$ cat config.mk
export PLATFORM = sky130hd
export DESIGN_NAME = flash_wp_ctrl
export DESIGN_NICKNAME = d
export VERILOG_FILES = /design/src/rtl/fwp_pkg.sv /design/src/rtl/fwp_policy.sv /design/src/rtl/fwp_busy_timer.sv /design/src/rtl/fwp_status_reg.sv /design/src/rtl/flash_wp_ctrl.sv
export SDC_FILE = /design/constraint.sdc
export NUM_CORES = 1
export LEC_CHECK = 0
export ABC_AREA = 0
export BUFFER_PORTS_ARGS = -buffer_cell sky130_fd_sc_hd__buf_4
export CORE_ASPECT_RATIO = 1.4
export CORE_MARGIN = 2
export CORE_UTILIZATION = 54
export DETAILED_ROUTE_END_ITERATION = 8
export PLACE_DENSITY = 0.79
export SETUP_SLACK_MARGIN = 0.02
export SYNTH_ARGS = -nofsm -noshare
export SYNTH_HDL_FRONTEND = slang
export SYNTH_SLANG_ARGS = --single-unit
$ cat constraint.sdc
create_clock -name clk -period 3.4 [get_ports clk]
set_clock_uncertainty 0.15 [all_clocks]
set_input_delay 0.68 -clock clk [delete_from_list [all_inputs] [get_ports clk]]
set_output_delay 0.68 -clock clk [all_outputs]
set_load 0.05 [all_outputs]
$ cat src/rtl/fwp_pkg.sv
package fwp_pkg;

   typedef enum logic [2:0] {
      OP_NONE   = 3'd0,
      OP_WEN    = 3'd1,
      OP_WDIS   = 3'd2,
      OP_STWR   = 3'd3,
      OP_PROG   = 3'd4,
      OP_SECER  = 3'd5,
      OP_CHIPER = 3'd6
   } fwp_op_e;

   localparam int unsigned SB_WIP  = 0;
   localparam int unsigned SB_WEL  = 1;
   localparam int unsigned SB_BP0  = 2;
   localparam int unsigned SB_SRWD = 7;
   localparam int unsigned NUM_BP  = 2;

   function automatic logic is_array_op(fwp_op_e op);
      return (op == OP_PROG) || (op == OP_SECER) || (op == OP_CHIPER);
   endfunction

   function automatic logic is_timed_op(fwp_op_e op);
      return (op == OP_STWR) || is_array_op(op);
   endfunction

endpackage

$ cat src/rtl/fwp_policy.sv
module fwp_policy
   import fwp_pkg::*;
(
   input  logic                req,
   input  fwp_op_e             op,
   input  logic                frame_ok,
   input  logic                wel,
   input  logic                wip,
   input  logic                srwd,
   input  logic [NUM_BP-1:0]   bp,
   input  logic                wp_n,
   output logic                accept,
   output logic                refuse
);

   logic grant;
   logic hw_locked;
   logic any_protect;

   assign hw_locked   = srwd & ~wp_n;
   assign any_protect = |bp;

   always_comb begin
      grant = 1'b0;
      unique case (op)
         OP_WEN, OP_WDIS:             grant = 1'b1;
         OP_STWR:                     grant = wel & frame_ok & ~hw_locked;
         OP_PROG, OP_SECER, OP_CHIPER: grant = wel & frame_ok & ~any_protect;
         default:                     grant = 1'b0;
      endcase
   end

   assign accept = req & ~wip & grant;
   assign refuse = req & ~accept;

endmodule

$ cat src/rtl/fwp_busy_timer.sv
module fwp_busy_timer
   import fwp_pkg::*;
#(
   parameter int unsigned T_STWR   = 250000,
   parameter int unsigned T_PROG   = 250000,
   parameter int unsigned T_SECER  = 100000000,
   parameter int unsigned T_CHIPER = 200000000
) (
   input  logic    clk,
   input  logic    rst_n,
   input  logic    start,
   input  fwp_op_e op,
   output logic    wip,
   output logic    last
);

   localparam int unsigned T_MAX_A = (T_STWR > T_PROG) ? T_STWR : T_PROG;
   localparam int unsigned T_MAX_B = (T_SECER > T_CHIPER) ? T_SECER : T_CHIPER;
   localparam int unsigned T_MAX   = (T_MAX_A > T_MAX_B) ? T_MAX_A : T_MAX_B;
   localparam int unsigned CNT_W   = $clog2(T_MAX + 1);

   initial begin
      assert (T_STWR >= 1 && T_PROG >= 1 && T_SECER >= 1 && T_CHIPER >= 1)
         else $error("fwp_busy_timer: every duration must be at least one tick");
   end

   logic [CNT_W-1:0] cnt_q;
   logic [CNT_W-1:0] load_val;

   always_comb begin
      unique case (op)
         OP_STWR:  load_val = CNT_W'(T_STWR);
         OP_PROG:  load_val = CNT_W'(T_PROG);
         OP_SECER: load_val = CNT_W'(T_SECER);
         default:  load_val = CNT_W'(T_CHIPER);
      endcase
   end

   assign last = wip & (cnt_q == CNT_W'(1));

   always_ff @(posedge clk or negedge rst_n) begin
      if (!rst_n) begin
         wip   <= 1'b0;
         cnt_q <= '0;
      end else if (start) begin
         wip   <= 1'b1;
         cnt_q <= load_val;
      end else if (last) begin
         wip   <= 1'b0;
         cnt_q <= '0;
      end else if (wip) begin
         cnt_q <= cnt_q - CNT_W'(1);
      end
   end

endmodule

$ cat src/rtl/fwp_status_reg.sv
module fwp_status_reg
   import fwp_pkg::*;
(
   input  logic              clk,
   input  logic              rst_n,
   input  logic              accept,
   input  fwp_op_e           op,
   input  logic [7:0]        data,
   input  logic              cycle_last,
   output logic              wel,
   output logic              srwd,
   output logic [NUM_BP-1:0] bp
);

   always_ff @(posedge clk or negedge rst_n) begin
      if (!rst_n) begin
         wel <= 1'b0;
      end else if (cycle_last) begin
         wel <= 1'b0;
      end else if (accept && op == OP_WEN) begin
         wel <= 1'b1;
      end else if (accept && op == OP_WDIS) begin
         wel <= 1'b0;
      end
   end

   always_ff @(posedge clk or negedge rst_n) begin
      if (!rst_n) begin
         srwd <= 1'b0;
      end else if (accept && op == OP_STWR) begin
         srwd <= data[SB_SRWD];
      end
   end

   for (genvar gi = 0; gi < NUM_BP; gi++) begin : g_bp
      always_ff @(posedge clk or negedge rst_n) begin
         if (!rst_n) begin
            bp[gi] <= 1'b0;
         end else if (accept && op == OP_STWR) begin
            bp[gi] <= data[SB_BP0 + gi];
         end
      end
   end

endmodule

$ cat src/rtl/flash_wp_ctrl.sv
module flash_wp_ctrl
   import fwp_pkg::*;
#(
   parameter int unsigned ADDR_W   = 16,
   parameter int unsigned T_STWR   = 250000,
   parameter int unsigned T_PROG   = 250000,
   parameter int unsigned T_SECER  = 100000000,
   parameter int unsigned T_CHIPER = 200000000
) (
   input  logic              clk,
   input  logic              rst_n,
   input  logic              wp_n_i,
   input  logic              req_i,
   input  logic [2:0]        req_op_i,
   input  logic [ADDR_W-1:0] req_addr_i,
   input  logic [7:0]        req_data_i,
   input  logic              req_frame_ok_i,
   output logic [7:0]        status_o,
   output logic              acc_o,
   output logic              rej_o,
   output logic              exec_valid_o,
   output logic [2:0]        exec_op_o,
   output logic [ADDR_W-1:0] exec_addr_o,
   output logic              exec_sector_o
);

   localparam int unsigned SECTOR_BIT = ADDR_W - 1;

   initial begin
      assert (ADDR_W >= 2) else $error("flash_wp_ctrl: ADDR_W too small");
   end

   fwp_op_e           op;
   logic              accept;
   logic              refuse;
   logic              wel;
   logic              wip;
   logic              srwd;
   logic [NUM_BP-1:0] bp;
   logic              cycle_last;
   logic              start_cycle;

   assign op          = fwp_op_e'(req_op_i);
   assign start_cycle = accept & is_timed_op(op);

   fwp_policy u_policy (
      .req      (req_i),
      .op       (op),
      .frame_ok (req_frame_ok_i),
      .wel      (wel),
      .wip      (wip),
      .srwd     (srwd),
      .bp       (bp),
      .wp_n     (wp_n_i),
      .accept   (accept),
      .refuse   (refuse)
   );

   fwp_busy_timer #(
      .T_STWR   (T_STWR),
      .T_PROG   (T_PROG),
      .T_SECER  (T_SECER),
      .T_CHIPER (T_CHIPER)
   ) u_timer (
      .clk   (clk),
      .rst_n (rst_n),
      .start (start_cycle),
      .op    (op),
      .wip   (wip),
      .last  (cycle_last)
   );

   fwp_status_reg u_sreg (
      .clk        (clk),
      .rst_n      (rst_n),
      .accept     (accept),
      .op         (op),
      .data       (req_data_i),
      .cycle_last (cycle_last),
      .wel        (wel),
      .srwd       (srwd),
      .bp         (bp)
   );

   always_comb begin
      status_o                          = '0;
      status_o[SB_SRWD]                 = srwd;
      status_o[SB_BP0 +: NUM_BP]        = bp;
      status_o[SB_WEL]                  = wel;
      status_o[SB_WIP]                  = wip;
   end

   always_ff @(posedge clk or negedge rst_n) begin
      if (!rst_n) begin
         acc_o         <= 1'b0;
         rej_o         <= 1'b0;
         exec_valid_o  <= 1'b0;
         exec_op_o     <= '0;
         exec_addr_o   <= '0;
         exec_sector_o <= 1'b0;
      end else begin
         acc_o        <= accept;
         rej_o        <= refuse;
         exec_valid_o <= accept & is_array_op(op);
         if (accept && is_array_op(op)) begin
            exec_op_o     <= req_op_i;
            exec_addr_o   <= req_addr_i;
            exec_sector_o <= req_addr_i[SECTOR_BIT];
         end
      end
   end

endmodule

* Word level (Yosys, flattened, before mapping)
Cells that the tools add are included. Widths: inputs -> output; s select.
Operators by class: add/sub/neg operators 1, $mul 0, divide/modulo/power cells 0, magnitude comparators 0, equal/unequal tests 7, shifts and indexed selects 0, mux-type cells 10, bitwise logic cells 15, reduce and logical (&&, ||, !) cells 14
Operators by type and width (count):
- $mux 28 | 3
- $pmux 28 s2 | 1
- $eq 28x1->1 const B | 1
- $sub 28x1->28 const B | 1
- $and 1x1->1 | 10
- $eq 3x3->1 const B | 3
- $eq 3x2->1 const B | 2
- $reduce_bool 3->1 | 2
- $reduce_or 2->1 | 3
- $mux 1 | 5
- $not 1->1 | 5
- $logic_and 1x1->1 | 4
- $eq 3x1->1 const B | 1
- $logic_or 1x1->1 | 3
- $pmux 1 s3 | 1
- $reduce_or 3->1 | 1
- $reduce_bool 2->1 | 1
Word-level totals: register bits after elaboration 56, bits in latches 0, bits in writable memories 0, memory bits (read-only) 0, input bits 32, logic and storage cells 59, memories kept 0

* Longest topological paths before layout
Gate-level depths: netlist of run 1.
depth after elaboration 10, depth in mapped cells 8, gate-level depth less buffers 7

* Cells and area by module
A second synthesis of run 1 with hierarchy kept.
Second synthesis, totals: cells, all modules 291, area, all modules 3012.9 µm²
Modules (own cells, without submodules):
- fwp_busy_timer | instances 1, cells an instance 207, area each 1808.0 µm²
- flash_wp_ctrl | instances 1, cells an instance 58, area each 905.9 µm²
- fwp_status_reg | instances 1, cells an instance 14, area each 205.2 µm²
- fwp_policy | instances 1, cells an instance 12, area each 93.8 µm²

* Worst setup path after synthesis of run 1
OpenSTA, ideal clock, no wires.
path kind input port to flip-flop, start point in req_op_i[0], end point reg u_timer.cnt_q[11], library setup time 0.077 ns, arrival time 2.176 ns, required time 3.173 ns, setup slack 0.997 ns, stages on the path 6, cell sequence buf_2 > a211oi_2 > o2bb2ai_1 > a21oi_2 > or4b_2 > a21oi_1
On the way: cells in the longest elaborated chain, start to end 6, elaborated cells on any way between the ends 16, classes of those cells eq/ne (6); mux (2); bitwise (2); reduce/logical (6)
RTL lines:
- from (decl) | line flash_wp_ctrl.sv:14 | input logic [2:0] req_op_i,
- $eq 3x3->1 (tied with other cells) | line fwp_pkg.sv:20, fwp_policy.sv:25
- $reduce_or 3->1 (tied with other cells) | line fwp_policy.sv:25 | unique case (op)
- $pmux 1 s3 or $logic_or 1x1->1 (tied branches) | line fwp_policy.sv:25, fwp_pkg.sv:20
- $and 1x1->1 or $logic_or 1x1->1 (tied branches) | line fwp_policy.sv:33, fwp_pkg.sv:24
- $and 1x1->1 * | line flash_wp_ctrl.sv:44 | assign start_cycle = accept & is_timed_op(op);
- $reduce_bool 3->1 (no line) or $mux 28 (tied branches)
- to (signal assigned) | line fwp_busy_timer.sv:47 | cnt_q <= load_val;
- to (signal assigned) | line fwp_busy_timer.sv:52 | cnt_q <= cnt_q - CNT_W'(1);
- to (decl) | line fwp_busy_timer.sv:27 | logic [CNT_W-1:0] cnt_q;
Mark *: on every way between the ends. The rest lies on a longest branch, timed or not. A chain may end at the register's enable or synchronous reset.

* Final worst setup path of run 1
start point reg u_timer.cnt_q[20], end point reg u_timer.cnt_q[4]
On the way: cells in the longest elaborated chain, start to end 4, elaborated cells on any way between the ends 5, classes of those cells eq/ne (1); mux (2); bitwise (1); reduce/logical (1)
RTL lines:
- $eq 28x1->1 * | line fwp_busy_timer.sv:39 | assign last = wip & (cnt_q == CNT_W'(1));
- $and 1x1->1 * | line fwp_busy_timer.sv:39
- $mux 28 | line fwp_busy_timer.sv:48 | end else if (last) begin
- $mux 28 | line fwp_busy_timer.sv:45 | end else if (start) begin
Marks and branches as above.

==> impl_table.tex, run 1 <==
\begin{tabular}{lr}
\hline
Metric & Value \\
\hline
\multicolumn{2}{l}{\textbf{Status}} \\
\quad Result of the run & finished, final reports clean \\
\multicolumn{2}{l}{\textbf{Pwr}} \\
\quad Power density cells & 353 nW/um\^{}2 \\
\quad Peak supply drop & 0.000266 V \\
\quad P\_leak & 1.64 nW \\
\multicolumn{2}{l}{\textbf{Synthesis}} \\
\quad Synth area leaders & dfrtp\_1 47\%, nand2\_1 8.3\%, a31oi\_1 2.8\% \\
\quad Summed instance area of the synthesized netlist & 2950 um\^{}2 \\
\quad FF+latch count, synth & 55 \\
\quad Unique cell type count in the Yosys netlist & 55 \\
\quad Most instantiated flip-flop cell in the synthesis netlist & dfrtp\_1 \\
\quad Mean instance size in the synthesized netlist & 9.17 um\^{}2 \\
\quad Area leader, netlist & dfrtp\_1 \\
\quad Area share of the largest cell type after synthesis & 0.466 \\
\quad Synthesis Warnings & 0 \\
\quad Number of flops mapped to enable cells by yosys & 0 \\
\quad Gate count of the mapped netlist & 322 \\
\quad Sequential share of the synthesized area & 0.466 \\
\quad Proportion of register bits with asynchronous set or reset after synthesis & 1.00 \\
\multicolumn{2}{l}{\textbf{Clocking}} \\
\quad Number of buffers created by CTS & 5 \\
\quad Clock slew at reported path FFs & 0.11 ns \\
\quad Number of buffers added for setup after CTS & 0 \\
\quad Library cell used as clock root buffer & clkbuf\_8 \\
\quad Total of cells resized after clock tree synthesis & 0 \\
\quad TritonCTS clock tree & yes \\
\quad Quantity of hold-fixing buffers added after cts & 0 \\
\quad Htree depth & 2 \\
\quad Clk Latency, worst-skew pair & 0.31 ns \\
\quad CTS Buffer Depth & 2 \\
\quad Count of clock tree sinks & 55 \\
\multicolumn{2}{l}{\textbf{Placement}} \\
\quad RePlAce Congestion & 0.950 \\
\quad HPWL after detailed placement & 5.02 mm \\
\quad Worst-case setup slack after placement & 0.787 ns \\
\quad Quantity of I/O buffers inserted on ports & 54 \\
\multicolumn{2}{l}{\textbf{Floorplanning}} \\
\quad FP Rows & 31 \\
\quad Die width & 66.5 um \\
\quad Top-level I/O count & 63 \\
\quad Die footprint & 6080 um\^{}2 \\
\quad Vertical die dimension & 91.5 um \\
\quad Area inside the core boundary & 5240 um\^{}2 \\
\quad Starting density of the core & 0.564 \\
\multicolumn{2}{l}{\textbf{GRT}} \\
\quad Number of antenna violations at the first check in global routing & 0 \\
\quad Maximum number of pins on one net before global-route repair & 56 \\
\quad Global route overflow & 0 \\
\quad Via count of the first global-routing pass & 2,669 \\
\quad First-pass GRT wire length & 12.2 mm \\
\quad All-Layer GR Usage & 0.258 \\
\multicolumn{2}{l}{\textbf{Layout}} \\
\quad Final cell utilization of the core & 0.663 \\
\quad Number of antenna diodes & 0 \\
\quad Share of cells above drive strength 1 & 0.226 \\
\quad Post-synthesis to final-layout area growth & 17.6\% \\
\quad Post-layout nets & 400 \\
\multicolumn{2}{l}{\textbf{Detailed routing}} \\
\quad Detailed-router iteration count before antenna repair & 7 \\
\quad 1st-iter DRT viols & 235 \\
\quad DRT antenna net count & 0 \\
\quad \# DRC & 0 \\
\quad Count of vias placed by the detailed router & 2,681 \\
\quad WL per Instance & 16.4 um \\
\quad Vias per inst & 6.19 \\
\quad Total length of routed wires & 7.10 mm \\
\multicolumn{2}{l}{\textbf{STA}} \\
\quad Post-route fraction of the period consumed by the critical path & 0.784 \\
\quad Unrepaired setup endpoints after global routing & false \\
\quad Max Slew Vio Count & 0 \\
\quad Total count of hold-check failures in the final report & 0 \\
\quad \# setup viols final & 0 \\
\quad Worst setup margin & 0.734 ns \\
\quad Setup total negative slack & 0 ns \\
\quad Transition time of the tightest slew-check pin & 0.772 ns \\
\quad Final critical path time including I/O delays and setup & 2.67 ns \\
\quad Maximum frequency from static timing analysis & 0.375 GHz \\
\quad Remaining max-slew budget at the tightest pin & 0.481 \\
\multicolumn{2}{l}{\textbf{Critical path}} \\
\quad Peak fanout along the critical path & 20 \\
\quad Start point of the critical path & u\_timer.cnt\_q[20] \\
\quad Worst reg2reg path startpoint & u\_timer.cnt\_q[20] \\
\quad Class of the most critical setup path & reg -> reg \\
\quad Startpoint class of the critical path & register \\
\quad CP endpoint kind & register \\
\quad Required time worst endpoint & 3.43 ns \\
\quad Worst Path Arrival & 2.70 ns \\
\multicolumn{2}{l}{\textbf{Hold path}} \\
\quad Min-delay worst type & in -> async \\
\multicolumn{2}{l}{\textbf{Job}} \\
\quad Max-cap check violation count & 0 \\
\hline
\end{tabular}
-- per-stage QoR --
| stage | hold WS, ns | std cells | cell area, um^2 | power, W |
|---|---|---|---|---|
| 2_1_floorplan | 0.234 | 324 | 2960 | 0.000690 |
| 3_3_place_gp | 0.301 | 425 | 3330 | 0.000725 |
| 3_5_place_dp | 0.308 | 425 | 3330 | 0.000725 |
| 4_1_cts | 0.274 | 433 | 3470 | 0.00124 |
| 5_1_grt | 0.322 | 433 | 3470 | 0.00127 |
| 6_report | 0.239 | 433 | 3470 | 0.00123 |
-- metal layers --
layer  global-route usage  up-vias  wire (um)
li1                     -     1264          -
met1                0.317     1256       2890
met2                0.416      138       3440
met3               0.0570       23        525
met4                0.131        0        251
met5                    0        -          0
-- area by class of cell --
class	instances	area [um^2]
Multi-Input combinational cell	233	1380
Timing Repair Buffer	60	450
Tap cell	66	82.6
Clock inverter	3	67.6
Inverter	11	41.3
Clock buffer	5	68.8
Fill cell	429	1770
Sequential cell	55	1380
-- flip-flops by register name, summed over array words and instances (netlist names) --
signal,cells
acc_o,1
exec_addr_o,16
exec_op_o,3
exec_valid_o,1
rej_o,1
u_sreg.bp,2
u_sreg.srwd,1
u_sreg.wel,1
u_timer.cnt_q,28
u_timer.wip,1
-- logic make-up after synthesis --
family / count (synthesis) / share of synthesized area
AND/OR/NAND/NOR: 148 / 0.258
AO/OA/AOI/OAI: 74 / 0.178
flip-flops: 55 / 0.466
buffers and inverters: 36 / 0.0674
XOR/XNOR: 3 / 0.00890
multiplexers: 3 / 0.0114
adder cells (fa/ha/maj): 2 / 0.00848
other: 1 / 0.00127
-- report_power, final --
part	switching [W]	leakage (nW)	internal, W
sequential	0.000000185	0.694	0.000654
combinational	0.0000335	0.884	0.0000235
clock	0.000220	0.0644	0.000294
total	0.000254	1.64	0.000971
-- cells in the final DEF, fill, tap and decap left out, drive strengths merged, types with 6 or more instances in the layout --
| master | n |
|---|---|
| nor2 | 16 |
| a21oi | 11 |
| nor3 | 9 |
| o211ai | 6 |
| o21ai | 9 |
| buf | 60 |
| nand2 | 65 |
| dfrtp | 55 |
| a31oi | 14 |
| inv | 10 |
| nand3 | 11 |
| nand4 | 12 |
| o2111ai | 9 |
-- worst paths after layout --
kind                                      to  slack, ns  cells after the start
max                         u_timer.cnt_q[4]       0.73                      5
max in group asynchronous        u_timer.wip       2.40                      1
max reg2reg                 u_timer.cnt_q[4]       0.73                      5
min                        u_timer.cnt_q[21]       0.24                      1
min reg2reg                     exec_op_o[2]       0.33                      1
min in group clk                exec_op_o[2]       0.33                      1
-- worst max-delay path, cell delays in order (launching register included) --
cell and delay (ns):
dfrtp_1 0.42, or3_1 0.52, nor4_4 0.49, nand4_4 0.38, nand2_1 0.39, o311ai_0 0.18
-- Yosys cell counts (3+ instances only) --
| cell | number |
|---|---|
| a21oi_1 | 10 |
| a31oi_1 | 13 |
| and4_1 | 4 |
| buf_2 | 3 |
| buf_4 | 8 |
| buf_6 | 4 |
| clkbuf_1 | 10 |
| dfrtp_1 | 55 |
| inv_1 | 10 |
| mux2_2 | 3 |
| nand2_1 | 65 |
| nand3_1 | 11 |
| nand4_1 | 11 |
| nor2_1 | 16 |
| nor3_1 | 9 |
| nor4_1 | 4 |
| o2111ai_1 | 9 |
| o211ai_1 | 6 |
| o21ai_0 | 9 |
| o22ai_1 | 4 |
| o31ai_1 | 5 |
| or2_2 | 3 |
| or3_1 | 3 |
| or4_1 | 5 |
Power figures use the tool's default switching activity.
==> inputs of run 2 (changes only) <==
--- a/config.mk
+++ b/config.mk
@@ -5,13 +5,13 @@
 export SDC_FILE = /design/constraint.sdc
 export NUM_CORES = 1
 export LEC_CHECK = 0
-export ABC_AREA = 0
+export ABC_AREA = 1
 export BUFFER_PORTS_ARGS = -buffer_cell sky130_fd_sc_hd__buf_4
 export CORE_ASPECT_RATIO = 1.4
 export CORE_MARGIN = 2
-export CORE_UTILIZATION = 54
+export CORE_UTILIZATION = 55
 export DETAILED_ROUTE_END_ITERATION = 8
-export PLACE_DENSITY = 0.79
+export PLACE_DENSITY = 0.8
 export SETUP_SLACK_MARGIN = 0.02
 export SYNTH_ARGS = -nofsm -noshare
 export SYNTH_HDL_FRONTEND = slang
==> constraint.sdc (replaced) <==
create_clock -name clk -period 2.6 [get_ports clk]
set_clock_uncertainty 0.15 [all_clocks]
set_input_delay 0.52 -clock clk [delete_from_list [all_inputs] [get_ports clk]]
set_output_delay 0.52 -clock clk [all_outputs]
set_load 0.05 [all_outputs]
==> impl_table.tex, run 2 <==
\begin{tabular}{lr}
\hline
Metric & Value \\
\hline
\multicolumn{2}{l}{\textbf{Detailed routing}} \\
\quad Wire length the detailed router placed on met1 & 3.13 mm (was 2.89 mm) \\
\quad Wire length on met2 & 3.73 mm (was 3.44 mm) \\
\quad Sum of met3 wire segment lengths after detailed routing & 369 um (was 525 um) \\
\quad DRT antenna net count & 0 (unchanged) \\
\quad Count of vias placed by the detailed router & 2,857 (was 2,681) \\
\quad Total length of routed wires & 7.49 mm (was 7.10 mm) \\
\quad Detailed-router iteration count before antenna repair & 5 (was 7) \\
\quad 1st-iter DRT viols & 186 (was 235) \\
\quad Top routing layer used & met4 (unchanged) \\
\quad \# DRC & 0 (unchanged) \\
\quad Vias per inst & 5.27 (was 6.19) \\
\quad WL per Instance & 13.8 um (was 16.4 um) \\
\multicolumn{2}{l}{\textbf{Floorplanning}} \\
\quad Starting density of the core & 0.560 (was 0.564) \\
\quad FP Rows & 32 (was 31) \\
\quad Die footprint & 6160 um\^{}2 (was 6080 um\^{}2) \\
\quad Vertical die dimension & 92.1 um (was 91.5 um) \\
\quad Die width & 66.9 um (was 66.5 um) \\
\quad Area inside the core boundary & 5450 um\^{}2 (was 5240 um\^{}2) \\
\quad Top-level I/O count & 63 (unchanged) \\
\multicolumn{2}{l}{\textbf{Placement}} \\
\quad HPWL after detailed placement & 5.50 mm (was 5.02 mm) \\
\quad Quantity of I/O buffers inserted on ports & 54 (unchanged) \\
\quad Cell count after placement & 534 (was 425) \\
\quad RePlAce Congestion & 0.944 (was 0.950) \\
\quad Worst-case setup slack after placement & 0.425 ns (was 0.787 ns) \\
\multicolumn{2}{l}{\textbf{Critical path}} \\
\quad Crit-path most repeated cell & nand2\_1 \\
\quad Required time worst endpoint & 2.66 ns (was 3.43 ns) \\
\quad Peak fanout along the critical path & 5 (was 20) \\
\quad Class of the most critical setup path & reg -> reg (unchanged) \\
\quad Crit path largest cell delay & 0.39 ns (was 0.52 ns) \\
\quad R2R setup slack & 0.50 ns (was 0.73 ns) \\
\quad Startpoint class of the critical path & register (unchanged) \\
\quad CP endpoint kind & register (unchanged) \\
\quad Worst-path cell chain & inv\_1 -> ha\_1 -> nand2\_1 -> nor2\_1 -> nand2\_1 -> nor3\_1 -> a21oi\_1 -> o21ai\_0 -> nand2\_1 (was or3\_1 -> nor4\_4 -> nand4\_4 -> nand2\_1 -> o311ai\_0) \\
\quad Cell type of the slowest stage on the worst timing path & dfrtp\_1 (was or3\_1) \\
\quad Start point of the critical path & u\_timer.cnt\_q[0] (was u\_timer.cnt\_q[20]) \\
\quad Worst reg2reg path startpoint & u\_timer.cnt\_q[0] (was u\_timer.cnt\_q[20]) \\
\quad Worst Path Arrival & 2.16 ns (was 2.70 ns) \\
\multicolumn{2}{l}{\textbf{Synthesis}} \\
\quad Proportion of register bits with asynchronous set or reset after synthesis & 1.00 (unchanged) \\
\quad Summed instance area of the synthesized netlist & 3050 um\^{}2 (was 2950 um\^{}2) \\
\quad Synth area leaders & dfrtp\_1 45\%, nand2\_1 18\%, nor2\_1 9.2\% (was dfrtp\_1 47\%, nand2\_1 8.3\%, a31oi\_1 2.8\%) \\
\quad Unique cell type count in the Yosys netlist & 28 (was 55) \\
\quad Most instantiated library cell after synthesis & nand2\_1 (unchanged) \\
\quad Most instantiated flip-flop cell in the synthesis netlist & dfrtp\_1 (unchanged) \\
\quad Synthesis Warnings & 0 (unchanged) \\
\quad Number of flops mapped to enable cells by yosys & 0 (unchanged) \\
\quad Mean instance size in the synthesized netlist & 7.26 um\^{}2 (was 9.17 um\^{}2) \\
\quad Sequential share of the synthesized area & 0.451 (was 0.466) \\
\quad List of most frequent post-synthesis cells & 144 x nand2\_1, 75 x nor2\_1, 55 x dfrtp\_1, 30 x inv\_1, 23 x nand3\_1 (was 65 x nand2\_1, 55 x dfrtp\_1, 16 x nor2\_1, 13 x a31oi\_1) \\
\quad Area share of the largest cell type after synthesis & 0.451 (was 0.466) \\
\quad Gate count of the mapped netlist & 420 (was 322) \\
\quad Area leader, netlist & dfrtp\_1 (unchanged) \\
\quad FF+latch count, synth & 55 (unchanged) \\
\multicolumn{2}{l}{\textbf{Layout}} \\
\quad Post-layout nets & 507 (was 400) \\
\quad Most common cell after layout, fill and taps aside & nand2\_1 (unchanged) \\
\quad Share of cells above drive strength 1 & 0.167 (was 0.226) \\
\quad Most frequent cells in the layout & 144 x nand2\_1, 75 x nor2\_1, 57 x buf\_4 (was 65 x nand2\_1, 60 x buf\_4, 55 x dfrtp\_1) \\
\quad Number of antenna diodes & 0 (unchanged) \\
\quad Biggest register & u\_timer.cnt\_q (unchanged) \\
\quad Fill cells & 495 (was 429) \\
\quad Post-synthesis to final-layout area growth & 17.4\% (was 17.6\%) \\
\quad Multi-input gate area & 1450 um\^{}2 (was 1380 um\^{}2) \\
\quad Max reg flops & 28 (unchanged) \\
\quad Sequential cell area & 1380 um\^{}2 (unchanged) \\
\quad Registers with the most flip-flops & u\_timer.cnt\_q (28), exec\_addr\_o (16), exec\_op\_o (3) (unchanged) \\
\quad Final instance count without filler cells & 542 (was 433) \\
\multicolumn{2}{l}{\textbf{Clocking}} \\
\quad Count of clock tree sinks & 55 (unchanged) \\
\quad Clk Latency, worst-skew pair & 0.31 ns (about the same) \\
\quad Quantity of hold-fixing buffers added after cts & 0 (unchanged) \\
\quad Number of buffers added for setup after CTS & 0 (unchanged) \\
\quad CTS Buffer Depth & 2 (unchanged) \\
\quad Htree depth & 2 (unchanged) \\
\quad TritonCTS clock tree & yes (unchanged) \\
\quad Clock slew at reported path FFs & 0.10 ns (was 0.11 ns) \\
\quad Number of buffers created by CTS & 5 (unchanged) \\
\quad Total of cells resized after clock tree synthesis & 0 (unchanged) \\
\quad Library cell used as clock root buffer & clkbuf\_8 (unchanged) \\
\multicolumn{2}{l}{\textbf{GRT}} \\
\quad Number of antenna violations at the first check in global routing & 0 (unchanged) \\
\quad Global route overflow & 0 (unchanged) \\
\quad All-Layer GR Usage & 0.271 (was 0.258) \\
\quad Maximum number of pins on one net before global-route repair & 56 (unchanged) \\
\quad First-pass GRT wire length & 12.8 mm (was 12.2 mm) \\
\quad Via count of the first global-routing pass & 2,860 (was 2,669) \\
\multicolumn{2}{l}{\textbf{Pwr}} \\
\quad Part of the power in the clock network & 0.384 (was 0.419) \\
\quad Combinational share of power & 0.049 (was 0.046) \\
\quad Switching power of the nets & 0.000338 W (was 0.000254 W) \\
\quad Peak supply drop & 0.000481 V (was 0.000266 V) \\
\quad Total internal power & 0.00117 W (was 0.000971 W) \\
\quad Power density cells & 422 nW/um\^{}2 (was 353 nW/um\^{}2) \\
\quad Switching power share of the total & 0.224 (was 0.207) \\
\quad Sequential power share & 0.567 (was 0.534) \\
\quad P\_leak & 1.94 nW (was 1.64 nW) \\
\multicolumn{2}{l}{\textbf{STA}} \\
\quad Remaining max-slew budget at the tightest pin & 0.516 (was 0.481) \\
\quad Post-route fraction of the period consumed by the critical path & 0.808 (was 0.784) \\
\quad Maximum frequency from static timing analysis & 0.476 GHz (was 0.375 GHz) \\
\quad \# setup viols final & 0 (unchanged) \\
\quad Max Slew Vio Count & 0 (unchanged) \\
\quad Worst setup margin & 0.500 ns (was 0.734 ns) \\
\quad Total count of hold-check failures in the final report & 0 (unchanged) \\
\quad Setup total negative slack & 0 ns (unchanged) \\
\quad Transition time of the tightest slew-check pin & 0.725 ns (was 0.772 ns) \\
\quad Unrepaired setup endpoints after global routing & false (unchanged) \\
\quad Final critical path time including I/O delays and setup & 2.10 ns (was 2.67 ns) \\
\multicolumn{2}{l}{\textbf{Hold path}} \\
\quad Min-delay worst type & in -> async (unchanged) \\
\multicolumn{2}{l}{\textbf{Status}} \\
\quad Result of the run & finished, final reports clean (unchanged) \\
\multicolumn{2}{l}{\textbf{Job}} \\
\quad Max-cap check violation count & 0 (unchanged) \\
\hline
\end{tabular}
## run 2: routing by layer
metal,track usage,up-vias
li1,-,1416
met1,0.346,1324
met2,0.447,96
met3,0.0417,21
met4,0.117,0
met5,0,-
## run 2: power groups by stage
stage	registers, W	logic, W	clock network [W]
after global placement	0.000873	0.0000743	0
after detailed placement	0.000873	0.0000749	0
after CTS	0.000856	0.0000752	0.000587
after floorplan	0.000876	0.0000225	0
after global routing	0.000856	0.0000817	0.000611
final	0.000856	0.0000741	0.000579
## run 2: kinds of logic after synthesis
group / share of synthesized area
compound gates: 0.0632
xor+xnor: 0.0345
fa+ha+maj: 0.00821
buf+inv: 0.0751
flops: 0.451
other cells: 0.00123
simple gates: 0.366
## run 2: final cells by class
cell class	instances	share of cell area
multi-input combinational	321	0.406
tap	68	0.0238
sequential	55	0.385
clock buffer	5	0.0192
inverter	33	0.0350
timing repair buffer	57	0.120
clock inverter	3	0.0122
## run 2: per-stage QoR
stage	utilization	power, W	instance area (um^2)	hold WS, ns
floorplan	-	0.000898	3060	0.0744
global placement	0.636	0.000947	3470	0.306
detailed placement	0.636	0.000948	3470	0.309
CTS	0.657	0.00152	3580	0.125
global route	0.657	0.00155	3580	0.155
finish	0.657	0.00151	3580	0.0830
## run 2: worst paths after layout
check,to,cells past startpoint
min,u_timer.cnt_q[22],1
min reg2reg,exec_op_o[2],1
max reg2reg,u_timer.cnt_q[14],9
min in group clk,exec_addr_o[13],3
max in group asynchronous,exec_addr_o[5],1
max,u_timer.cnt_q[14],9
## run 2: worst max-delay path: cells and delay by family (launching register included)
| family | cells | cell delay, ns |
|---|---|---|
| AOI/OAI and AO/OA | 2 | 0.19 |
| DFF | 1 | 0.39 |
| and+or+nand+nor | 5 | 0.95 |
| adders and majority gates | 1 | 0.19 |
| buffers and inverters | 1 | 0.13 |
